### config.mk
export PLATFORM = sky130hd
export DESIGN_NAME = refsel_top
export DESIGN_NICKNAME = d
export VERILOG_FILES = /design/src/rtl/rsel_pkg.sv /design/src/rtl/rsel_qualify.sv /design/src/rtl/rsel_pick.sv /design/src/rtl/rsel_mode.sv /design/src/rtl/refsel_top.sv
export SDC_FILE = /design/constraint.sdc
export NUM_CORES = 1
export LEC_CHECK = 0
export BUFFER_PORTS_ARGS = -buffer_cell sky130_fd_sc_hd__buf_4
export CORE_MARGIN = 10
export CORE_UTILIZATION = 30
export CTS_CLUSTER_DIAMETER = 40
export DETAILED_ROUTE_END_ITERATION = 10
export PLACE_DENSITY = 0.54
export SETUP_SLACK_MARGIN = 0.02
export SYNTH_ARGS = -nofsm -noshare
export SYNTH_HDL_FRONTEND = slang
export SYNTH_SLANG_ARGS = --single-unit
### constraint.sdc
create_clock -name clk -period 2 [get_ports clk]
set_input_delay 0.3 -clock clk [delete_from_list [all_inputs] [get_ports clk]]
set_output_delay 0.3 -clock clk [all_outputs]
set_load 0.01 [all_outputs]
### src/rtl/rsel_pkg.sv
package rsel_pkg;
   typedef enum logic [1:0] {
      SRC_MASTER  = 2'd0,
      SRC_SLAVE   = 2'd1,
      SRC_STANDBY = 2'd2,
      SRC_NONE    = 2'd3
   } src_e;

   typedef enum logic [1:0] {
      MD_FREE   = 2'd0,
      MD_LOCKED = 2'd1,
      MD_HOLD   = 2'd2
   } mode_e;

   localparam int unsigned NUM_GROUPS = 3;
endpackage

### src/rtl/rsel_qualify.sv
module rsel_qualify #(
   parameter int unsigned HOLD_CYC = 16
) (
   input  logic clk,
   input  logic rst_n,
   input  logic alarm_i,
   output logic qual_o
);
   localparam int unsigned CW = $clog2(HOLD_CYC + 1);
   localparam logic [CW-1:0] LIMIT = CW'(HOLD_CYC);

   logic [CW-1:0] clear_cnt;

   always_ff @(posedge clk) begin
      if (!rst_n)              clear_cnt <= '0;
      else if (alarm_i)        clear_cnt <= '0;
      else if (clear_cnt < LIMIT) clear_cnt <= clear_cnt + 1'b1;
   end

   assign qual_o = (clear_cnt >= LIMIT);

   // the counter never runs past its ceiling
   a_r3_cnt_bound: assert property (@(posedge clk) disable iff (!rst_n)
      clear_cnt <= LIMIT);
   // a master alarm always withdraws qualification on the next edge
   a_r3_alarm_drops: assert property (@(posedge clk) disable iff (!rst_n)
      alarm_i |=> !qual_o);
endmodule

### src/rtl/rsel_pick.sv
module rsel_pick
   import rsel_pkg::*;
#(
   parameter bit STANDBY_EN = 1'b1
) (
   input  logic [NUM_GROUPS-1:0] alarm_i,
   input  logic                  force_en_i,
   input  logic                  force_slave_i,
   input  logic                  revertive_i,
   input  logic                  m_qual_i,
   input  src_e                  cur_i,
   output src_e                  nxt_o
);
   logic [NUM_GROUPS-1:0] usable;
   logic                  m_ok;
   logic                  cur_ok;

   assign usable[0] = ~alarm_i[0];
   assign usable[1] = ~alarm_i[1];

   generate
      if (STANDBY_EN) begin : g_sb
         assign usable[2] = ~alarm_i[2];
      end else begin : g_nosb
         assign usable[2] = 1'b0;
      end
   endgenerate

   assign m_ok = usable[0] && (m_qual_i || cur_i == SRC_MASTER);

   always_comb begin
      case (cur_i)
         SRC_MASTER:  cur_ok = usable[0];
         SRC_SLAVE:   cur_ok = usable[1];
         SRC_STANDBY: cur_ok = usable[2];
         default:     cur_ok = 1'b0;
      endcase
   end

   always_comb begin
      if (force_en_i && force_slave_i && usable[1])        nxt_o = SRC_SLAVE;
      else if (force_en_i && !force_slave_i && usable[0])  nxt_o = SRC_MASTER;
      else if (!revertive_i && cur_ok)                     nxt_o = cur_i;
      else if (m_ok)                                       nxt_o = SRC_MASTER;
      else if (usable[1])                                  nxt_o = SRC_SLAVE;
      else if (usable[2])                                  nxt_o = SRC_STANDBY;
      else                                                 nxt_o = SRC_NONE;
   end
endmodule

### src/rtl/rsel_mode.sv
module rsel_mode
   import rsel_pkg::*;
(
   input  logic  clk,
   input  logic  rst_n,
   input  src_e  nxt_i,
   input  src_e  cur_i,
   input  logic  lock_i,
   output mode_e mode_o,
   output logic  switch_o
);
   mode_e mode_q;
   logic  sw_q;

   always_ff @(posedge clk) begin
      if (!rst_n) begin
         mode_q <= MD_FREE;
         sw_q   <= 1'b0;
      end else begin
         sw_q <= (nxt_i != cur_i);
         if (nxt_i != SRC_NONE && lock_i)  mode_q <= MD_LOCKED;
         else if (nxt_i == SRC_NONE)       mode_q <= (mode_q == MD_FREE) ? MD_FREE : MD_HOLD;
      end
   end

   assign mode_o   = mode_q;
   assign switch_o = sw_q;

   // holdover is only reachable from a locked history, never straight from free-run
   a_r6_no_free_to_hold: assert property (@(posedge clk) disable iff (!rst_n)
      (mode_q == MD_HOLD) |-> ($past(mode_q) != MD_FREE));
   // the mode never returns to free-run once it has left it
   a_r7_no_return_free: assert property (@(posedge clk) disable iff (!rst_n)
      ($past(mode_q) != MD_FREE) |-> (mode_q != MD_FREE));
endmodule

### src/rtl/refsel_top.sv
module refsel_top
   import rsel_pkg::*;
#(
   parameter int unsigned HOLD_CYC   = 16,
   parameter bit          STANDBY_EN = 1'b1
) (
   input  logic       clk,
   input  logic       rst_n,
   input  logic [2:0] alarm_i,
   input  logic       force_en_i,
   input  logic       force_slave_i,
   input  logic       revertive_i,
   input  logic       lock_i,
   output logic [1:0] sel_o,
   output logic [1:0] mode_o,
   output logic       switch_o
);
   generate
      if (HOLD_CYC < 1) begin : g_bad_hold
         $error("refsel_top: HOLD_CYC must be at least 1");
      end
   endgenerate

   src_e  sel_q;
   src_e  sel_nxt;
   mode_e mode_w;
   logic  m_qual;

   rsel_qualify #(.HOLD_CYC(HOLD_CYC)) u_qual (
      .clk     (clk),
      .rst_n   (rst_n),
      .alarm_i (alarm_i[0]),
      .qual_o  (m_qual)
   );

   rsel_pick #(.STANDBY_EN(STANDBY_EN)) u_pick (
      .alarm_i       (alarm_i),
      .force_en_i    (force_en_i),
      .force_slave_i (force_slave_i),
      .revertive_i   (revertive_i),
      .m_qual_i      (m_qual),
      .cur_i         (sel_q),
      .nxt_o         (sel_nxt)
   );

   always_ff @(posedge clk) begin
      if (!rst_n) sel_q <= SRC_NONE;
      else        sel_q <= sel_nxt;
   end

   rsel_mode u_mode (
      .clk      (clk),
      .rst_n    (rst_n),
      .nxt_i    (sel_nxt),
      .cur_i    (sel_q),
      .lock_i   (lock_i),
      .mode_o   (mode_w),
      .switch_o (switch_o)
   );

   assign sel_o  = sel_q;
   assign mode_o = mode_w;

   // the selected group was not in alarm at the sampling edge
   a_r2_sel_healthy: assert property (@(posedge clk) disable iff (!rst_n)
      !((sel_q == SRC_MASTER  && $past(alarm_i[0])) ||
        (sel_q == SRC_SLAVE   && $past(alarm_i[1])) ||
        (sel_q == SRC_STANDBY && $past(alarm_i[2]))));
   // an unforced move onto master needs a qualified master
   a_r3_master_qualified: assert property (@(posedge clk) disable iff (!rst_n)
      (sel_q == SRC_MASTER && $past(sel_q) != SRC_MASTER && !$past(force_en_i))
         |-> $past(m_qual));
   // non-revertive with a healthy current source holds it
   a_r4_nonrev_hold: assert property (@(posedge clk) disable iff (!rst_n)
      (!revertive_i && !force_en_i && sel_q == SRC_MASTER && !alarm_i[0]) |=> (sel_q == SRC_MASTER));
   a_r4_nonrev_hold_sl: assert property (@(posedge clk) disable iff (!rst_n)
      (!revertive_i && !force_en_i && sel_q == SRC_SLAVE && !alarm_i[1]) |=> (sel_q == SRC_SLAVE));
   // a forced, healthy slave is taken on the next edge
   a_r5_force_slave: assert property (@(posedge clk) disable iff (!rst_n)
      (force_en_i && force_slave_i && !alarm_i[1]) |=> (sel_q == SRC_SLAVE));
   // locked implies a source is selected
   a_r7_locked_valid: assert property (@(posedge clk) disable iff (!rst_n)
      (mode_w == MD_LOCKED) |-> (sel_q != SRC_NONE));
   // the flag and a change of selection coincide
   a_r8_pulse_on_change: assert property (@(posedge clk) disable iff (!rst_n)
      switch_o |-> (sel_q != $past(sel_q)));
   a_r8_change_has_pulse: assert property (@(posedge clk) disable iff (!rst_n)
      (sel_q != $past(sel_q)) |-> switch_o);

   generate
      if (!STANDBY_EN) begin : g_chk_nosb
         // no stand-by tier means code 2 never appears
         a_r9_no_standby: assert property (@(posedge clk) disable iff (!rst_n)
            sel_q != SRC_STANDBY);
      end
   endgenerate
endmodule

Word-level counts from Yosys, hierarchy flattened
Cells that the tools add are included.
{ "classes": {"n_addsub": 1, "n_lt_le_gt_ge": 2, "n_eq_ne": 5, "n_mux": 10, "bitwise": 4, "reduce_logical": 15} }
{ "op_table": {"columns": ["cell", "count"], "rows": [
  ["2-bit two-way mux", 6],
  ["1-bit logical AND", 7],
  ["5-bit by 1-bit adder with 5-bit output, second input constant", 1],
  ["5-bit >= comparator, second input constant", 1],
  ["5-bit < comparator, second input constant", 1],
  ["2-bit equality test, second input constant", 2],
  ["2-bit logical NOT", 2],
  ["1-bit NOT", 4],
  ["2-bit OR reduction", 2],
  ["1-bit two-way mux", 3],
  ["1-bit case mux with 3 select lines", 1],
  ["2-bit by 1-bit equality test with 1-bit output, second input constant", 1],
  ["1-bit logical NOT", 2],
  ["2-bit inequality test", 1],
  ["2-bit inequality test, second input constant", 1],
  ["2-bit nonzero test", 1],
  ["1-bit logical OR", 1]
]} }
{ "totals": {"register_bits": 10, "output_inout_bits": 5, "wordCells": 42} }

Logic depth before layout (Yosys ltp)
{ "depth": {"ltp_word": 10, "depth_mapped": 6} }

Cells and area by module
Synthesis repeated with hierarchy kept, for this count alone.
{ "unflattened": {"cells_unflattened": 53, "area_unflattened_um2": 509.2} }
{ "by_module_without_submodules": {"columns": ["mod", "n_inst", "cells_per_inst", "area_per_inst_um2", "seq_area_each_um2"], "rows": [
  ["rsel_qualify", 1, 23, 219.0, 100.1],
  ["rsel_pick", 1, 14, 120.1, 0.0],
  ["rsel_mode", 1, 12, 117.6, 60.1],
  ["refsel_top", 1, 4, 52.6, 40.0]
]} }

Worst setup path before layout
Ideal clock, no wire load.
{ "synth_timing": {"path_type": "register to register", "from": "reg sel_q[0], in the netlist sel_o[0]", "to": "reg u_mode.mode_q[1], in the netlist u_mode.mode_o[1]", "setup_ns": 0.059, "arrival_time_ns": 1.565, "path_slack_ns": 0.376, "path_stages_with_launch": 7, "n_path_buf": 0, "cell_sequence": "dfxtp_1 mux2i_1 mux2_2 and2_4 o31a_1 o21ai_0 a32o_2"} }
{ "synth_between": {"elab_chain_cells": 10, "elab_cells_between_ends": 15} }
{ "synth_lines": {"columns": ["item", "line", "text"], "rows": [
  ["from (decl)", "refsel_top.sv:24", "src_e sel_q;"],
  ["from (signal assigned)", "refsel_top.sv:48", "else sel_q <= sel_nxt;"],
  ["branches (longest 4 deep; another with 1-bit case mux with 3 select lines)", null, null],
  ["2-bit two-way mux *", "rsel_pick.sv:43", "else if (!revertive_i && cur_ok) nxt_o = cur_i;"],
  ["2-bit two-way mux *", "rsel_pick.sv:42", "else if (force_en_i && !force_slave_i && usable[0]) nxt_o = SRC_MASTER;"],
  ["2-bit two-way mux *", "rsel_pick.sv:41", "if (force_en_i && force_slave_i && usable[1]) nxt_o = SRC_SLAVE;"],
  ["2-bit inequality test", "rsel_mode.sv:21", "if (nxt_i != SRC_NONE && lock_i) mode_q <= MD_LOCKED;"],
  ["1-bit logical AND", "rsel_mode.sv:21", null],
  ["2-bit OR reduction (no line)", null, null],
  ["to (signal assigned)", "rsel_mode.sv:22", "else if (nxt_i == SRC_NONE) mode_q <= (mode_q == MD_FREE) ? MD_FREE : MD_HOLD;"],
  ["to (decl)", "rsel_mode.sv:12", "mode_e mode_q;"]
]} }
Every way passes the cells marked *.
A chain may end at the register's enable or synchronous reset.

Final worst setup path
Ends and elaborated chain as after synthesis.

==> key figures <==
Global route
  • Antenna violations before repair: 0
  • Overall global routing resource usage: 6.12%
  • Maximum number of pins on one net before global-route repair: 8
  • Remaining Overflow, GRT: 0
  • Via count of the first global-routing pass: 417
  • Wire length of the first global-routing pass: around 1.8 mm

Worst setup path
  • Flop2flop setup slack: around 0.26 ns
  • Crit path cell chain: mux2i_1 -> mux2_2 -> a21oi_1 -> o21ai_0 -> o21ai_0 -> a32o_2
  • Crit-path slowest cell: dfxtp_1
  • Crit path launch: sel_o[0]
  • Maximum fanout along the worst path: 6
  • Buffers plus inverters on the worst setup path: 0
  • Nature of the critical path endpoint: flip-flop
  • Crit-path most repeated cell: o21ai_0
  • Crit path arrival time: about 1.9 ns
  • Family with the most delay on the worst path: compound AO/OA/AOI/OAI gates
  • Highest cell delay on the worst timing path: approximately 0.45 ns
  • Critical Setup Path Class: reg -> reg
  • Startpoint type of the worst setup path: flip-flop
  • Required time reported for the critical path endpoint: ~2.2 ns
  • R2R Path Start: sel_o[0]

Outcome
  • Status: completed

Clocking
  • Max clock buf depth: 2
  • Clock-pin slew on the worst setup and hold paths: approximately 0.070 ns
  • H-tree levels: 1
  • Hold_buf cts: 0
  • TritonCTS clock tree: done
  • TritonCTS buffer count: 3
  • Clock tree root driver cell: clkbuf_4
  • Setup Buffers After CTS: 0
  • Post-CTS resize count: 0
  • Skew-Pair Late Insertion Delay: approximately 0.26 ns
  • Number of clock sinks: 10

Logic synthesis
  • Synthesized Nets: between 70 and 80
  • Post-synthesis share of cell area spent on xor and xnor gates: roughly 6.6%
  • Fraction of synthesized cell area taken by the top area cell type: 37.9%
  • Largest area contributor in the netlist: dfxtp_1
  • Synthesized instance count: 60
  • Syn Std Cell Area: approximately 530 um^2
  • Most common cell in the netlist: dfxtp_1
  • Total of flip-flops plus latches after synthesis: 10
  • Adder and majority gate portion of the synthesized area: 4.74%
  • Async set or reset register ratio after synthesis: 0%
  • Cell types occupying the most area after synthesis: dfxtp_1 38%, mux2i_1 5.7%, o21ai_0 5.7%, nor2_1 5.7%, xor2_1 5.0%
  • Count of flip-flops with a built-in enable after synthesis: 0
  • Multiplexer share of the synthesized area: about 7.8%
  • Largest family of logic cells by synthesized area: simple AND/OR/NAND/NOR gates
  • Most used DFF post-synth: dfxtp_1
  • Commonest cells in the netlist: 10 x dfxtp_1, 8 x nor2_1, 6 x o21ai_0
  • Compound-Gate Fraction of Synth Area: 19.0%
  • Synthesis Warnings: 0
  • Sequential area share after synthesis: 37.9%
  • Synth Area in Simple Gates: between 20% and 30%
  • Number of library cell types mapped by synthesis: 27
  • Synth Area per Inst: roughly 9 um^2

Final layout
  • Sequential standard cell area: 200 um^2
  • Post-layout net count: 89
  • Count of fill cells added during filler insertion: around 180
  • Area delta synth->final: 29.4%
  • Post-Layout Cell Count: 94
  • Multi-input logic area: about 310 um^2
  • Design area: 683 um^2
  • Diodes inserted: 0
  • Fraction of layout cells with a size suffix above 1: ~30%

Die
  • Row count: 15
  • Number of I/O pins: 14
  • Initial cell density of the core: 31.3%
  • Die W: between 60 and 70 um
  • Placeable core region: 1690 um^2
  • Overall die area: 3840 um^2
  • DIE HEIGHT: roughly 62 um

Timing
  • Worst hold slack: roughly 0.25 ns
  • Minimum period implied by the final worst setup slack: approximately 1.7 ns
  • Max Freq: about 570 MHz
  • Final slew viol count: 0
  • Setup TNS: 0 ns
  • Final number of setup-violating endpoints: 0
  • Setup clock skew after layout: ~0.00040 ns
  • Least-Margin Pin Slew: ~0.38 ns
  • Unrepaired setup endpoints after global routing: no
  • Final hold vios: 0
  • Share of the clock period used by the worst path: 87.2%
  • Max-Slew Margin vs Limit: ~74%
  • Final WS setup: ~0.26 ns

Detailed routing
  • Number of design-rule violations left by the first detailed-router iteration: 23
  • Antenna viol nets, final: 0
  • Count of vias placed by the detailed router: about 460
  • Post-detailed-route DRC marker count: 0
  • Final Routed Wirelength: 1.12 mm
  • Per-cell via count in the routed design: between 4 and 5
  • Wire per inst: approximately 12 um
  • Detailed-routing iteration count for the pre-antenna-repair pass: 4

Placement
  • Post-detailed-placement cell area: 647 um^2
  • Total placed cells including tap cells: 90
  • DP Worst Slack: ~0.23 ns
  • Final HPWL from detailed placement: approximately 900 um
  • Buffers added on ports: 13
  • Placer congestion estimate: approximately 0.76

Job
  • Number of max-cap violations: 0

Power and ir drop
  • Leak: roughly 0.31 nW
  • Maximum vdd drop: slightly above 500 uV
  • Power density over the cells: 713 nW/um^2

Min path
  • Min-Delay Path Class: in -> reg
  • Min-delay src: rst_n
registers in the layout (all words and copies together), names as in the netlist:
signal / flops
u_qual.clear_cnt: 5
sel_o: 2
u_mode.mode_o: 2
u_mode.switch_o: 1
per-layer routing:
| layer | routed length [um] | vias up | GRT usage (%) |
|---|---|---|---|
| li1 | - | 242 | - |
| met1 | 565 | 201 | 8.11 |
| met2 | 398 | 18 | 7.89 |
| met3 | 149 | 2 | 3.66 |
| met4 | 8 | 0 | 1.91 |
| met5 | 0 | - | 0 |
where the power goes:
part / internal (mW) / leakage [nW] / switching, mW
sequential: 0.210 / 0.0821 / 0.0111
combinational: 0.0461 / 0.210 / 0.0407
clock: 0.110 / 0.0210 / 0.0687
total: 0.367 / 0.314 / 0.121
final timing paths:
check / endpoint / depth (start not counted)
worst max register to register: u_mode.mode_o[1] / 6
worst max-delay path: u_mode.mode_o[1] / 6
worst min register to register: u_qual.clear_cnt[3] / 2
worst min-delay path: sel_o[1] / 2
logic make-up after synthesis:
kind of cell	count (synthesis)
buffers and inverters	5
muxes	4
AOI/OAI and AO/OA	15
adders and majority gates	2
and+or+nand+nor	20
xor gates and xnor gates	4
DFF	10
layout by cell type (no fill, tap or decap), drive strengths merged:
cell type	instances
dfxtp	10
a21boi	1
o21ai	6
a21oi	2
nor4b	1
buf	13
mux2	1
and3	1
o21ba	1
nor2	9
xnor2	1
a31oi	1
nand4b	1
o31a	1
a32oi	1
a22oi	1
nand2	3
inv	5
xor2	3
ha	2
or3b	1
a32o	1
nor2b	1
nand2b	1
and2	2
mux2i	3
clkbuf	4
through the flow:
step	power, mW	utilization [%]
after floorplan	0.272	-
after global placement	0.314	38.3
after detailed placement	0.313	38.3
after CTS	0.497	40.4
after global routing	0.520	40.4
final	0.487	40.4
cell type report:
| cell class | instances | area share, % |
|---|---|---|
| Tap cell | 17 | 3.11 |
| Sequential cell | 10 | 29.3 |
| Inverter | 5 | 2.75 |
| Multi-Input combinational cell | 45 | 45.2 |
| Timing Repair Buffer | 13 | 14.3 |
| Clock buffer | 4 | 5.31 |
Note: power is estimated with default switching activity, not from simulation.
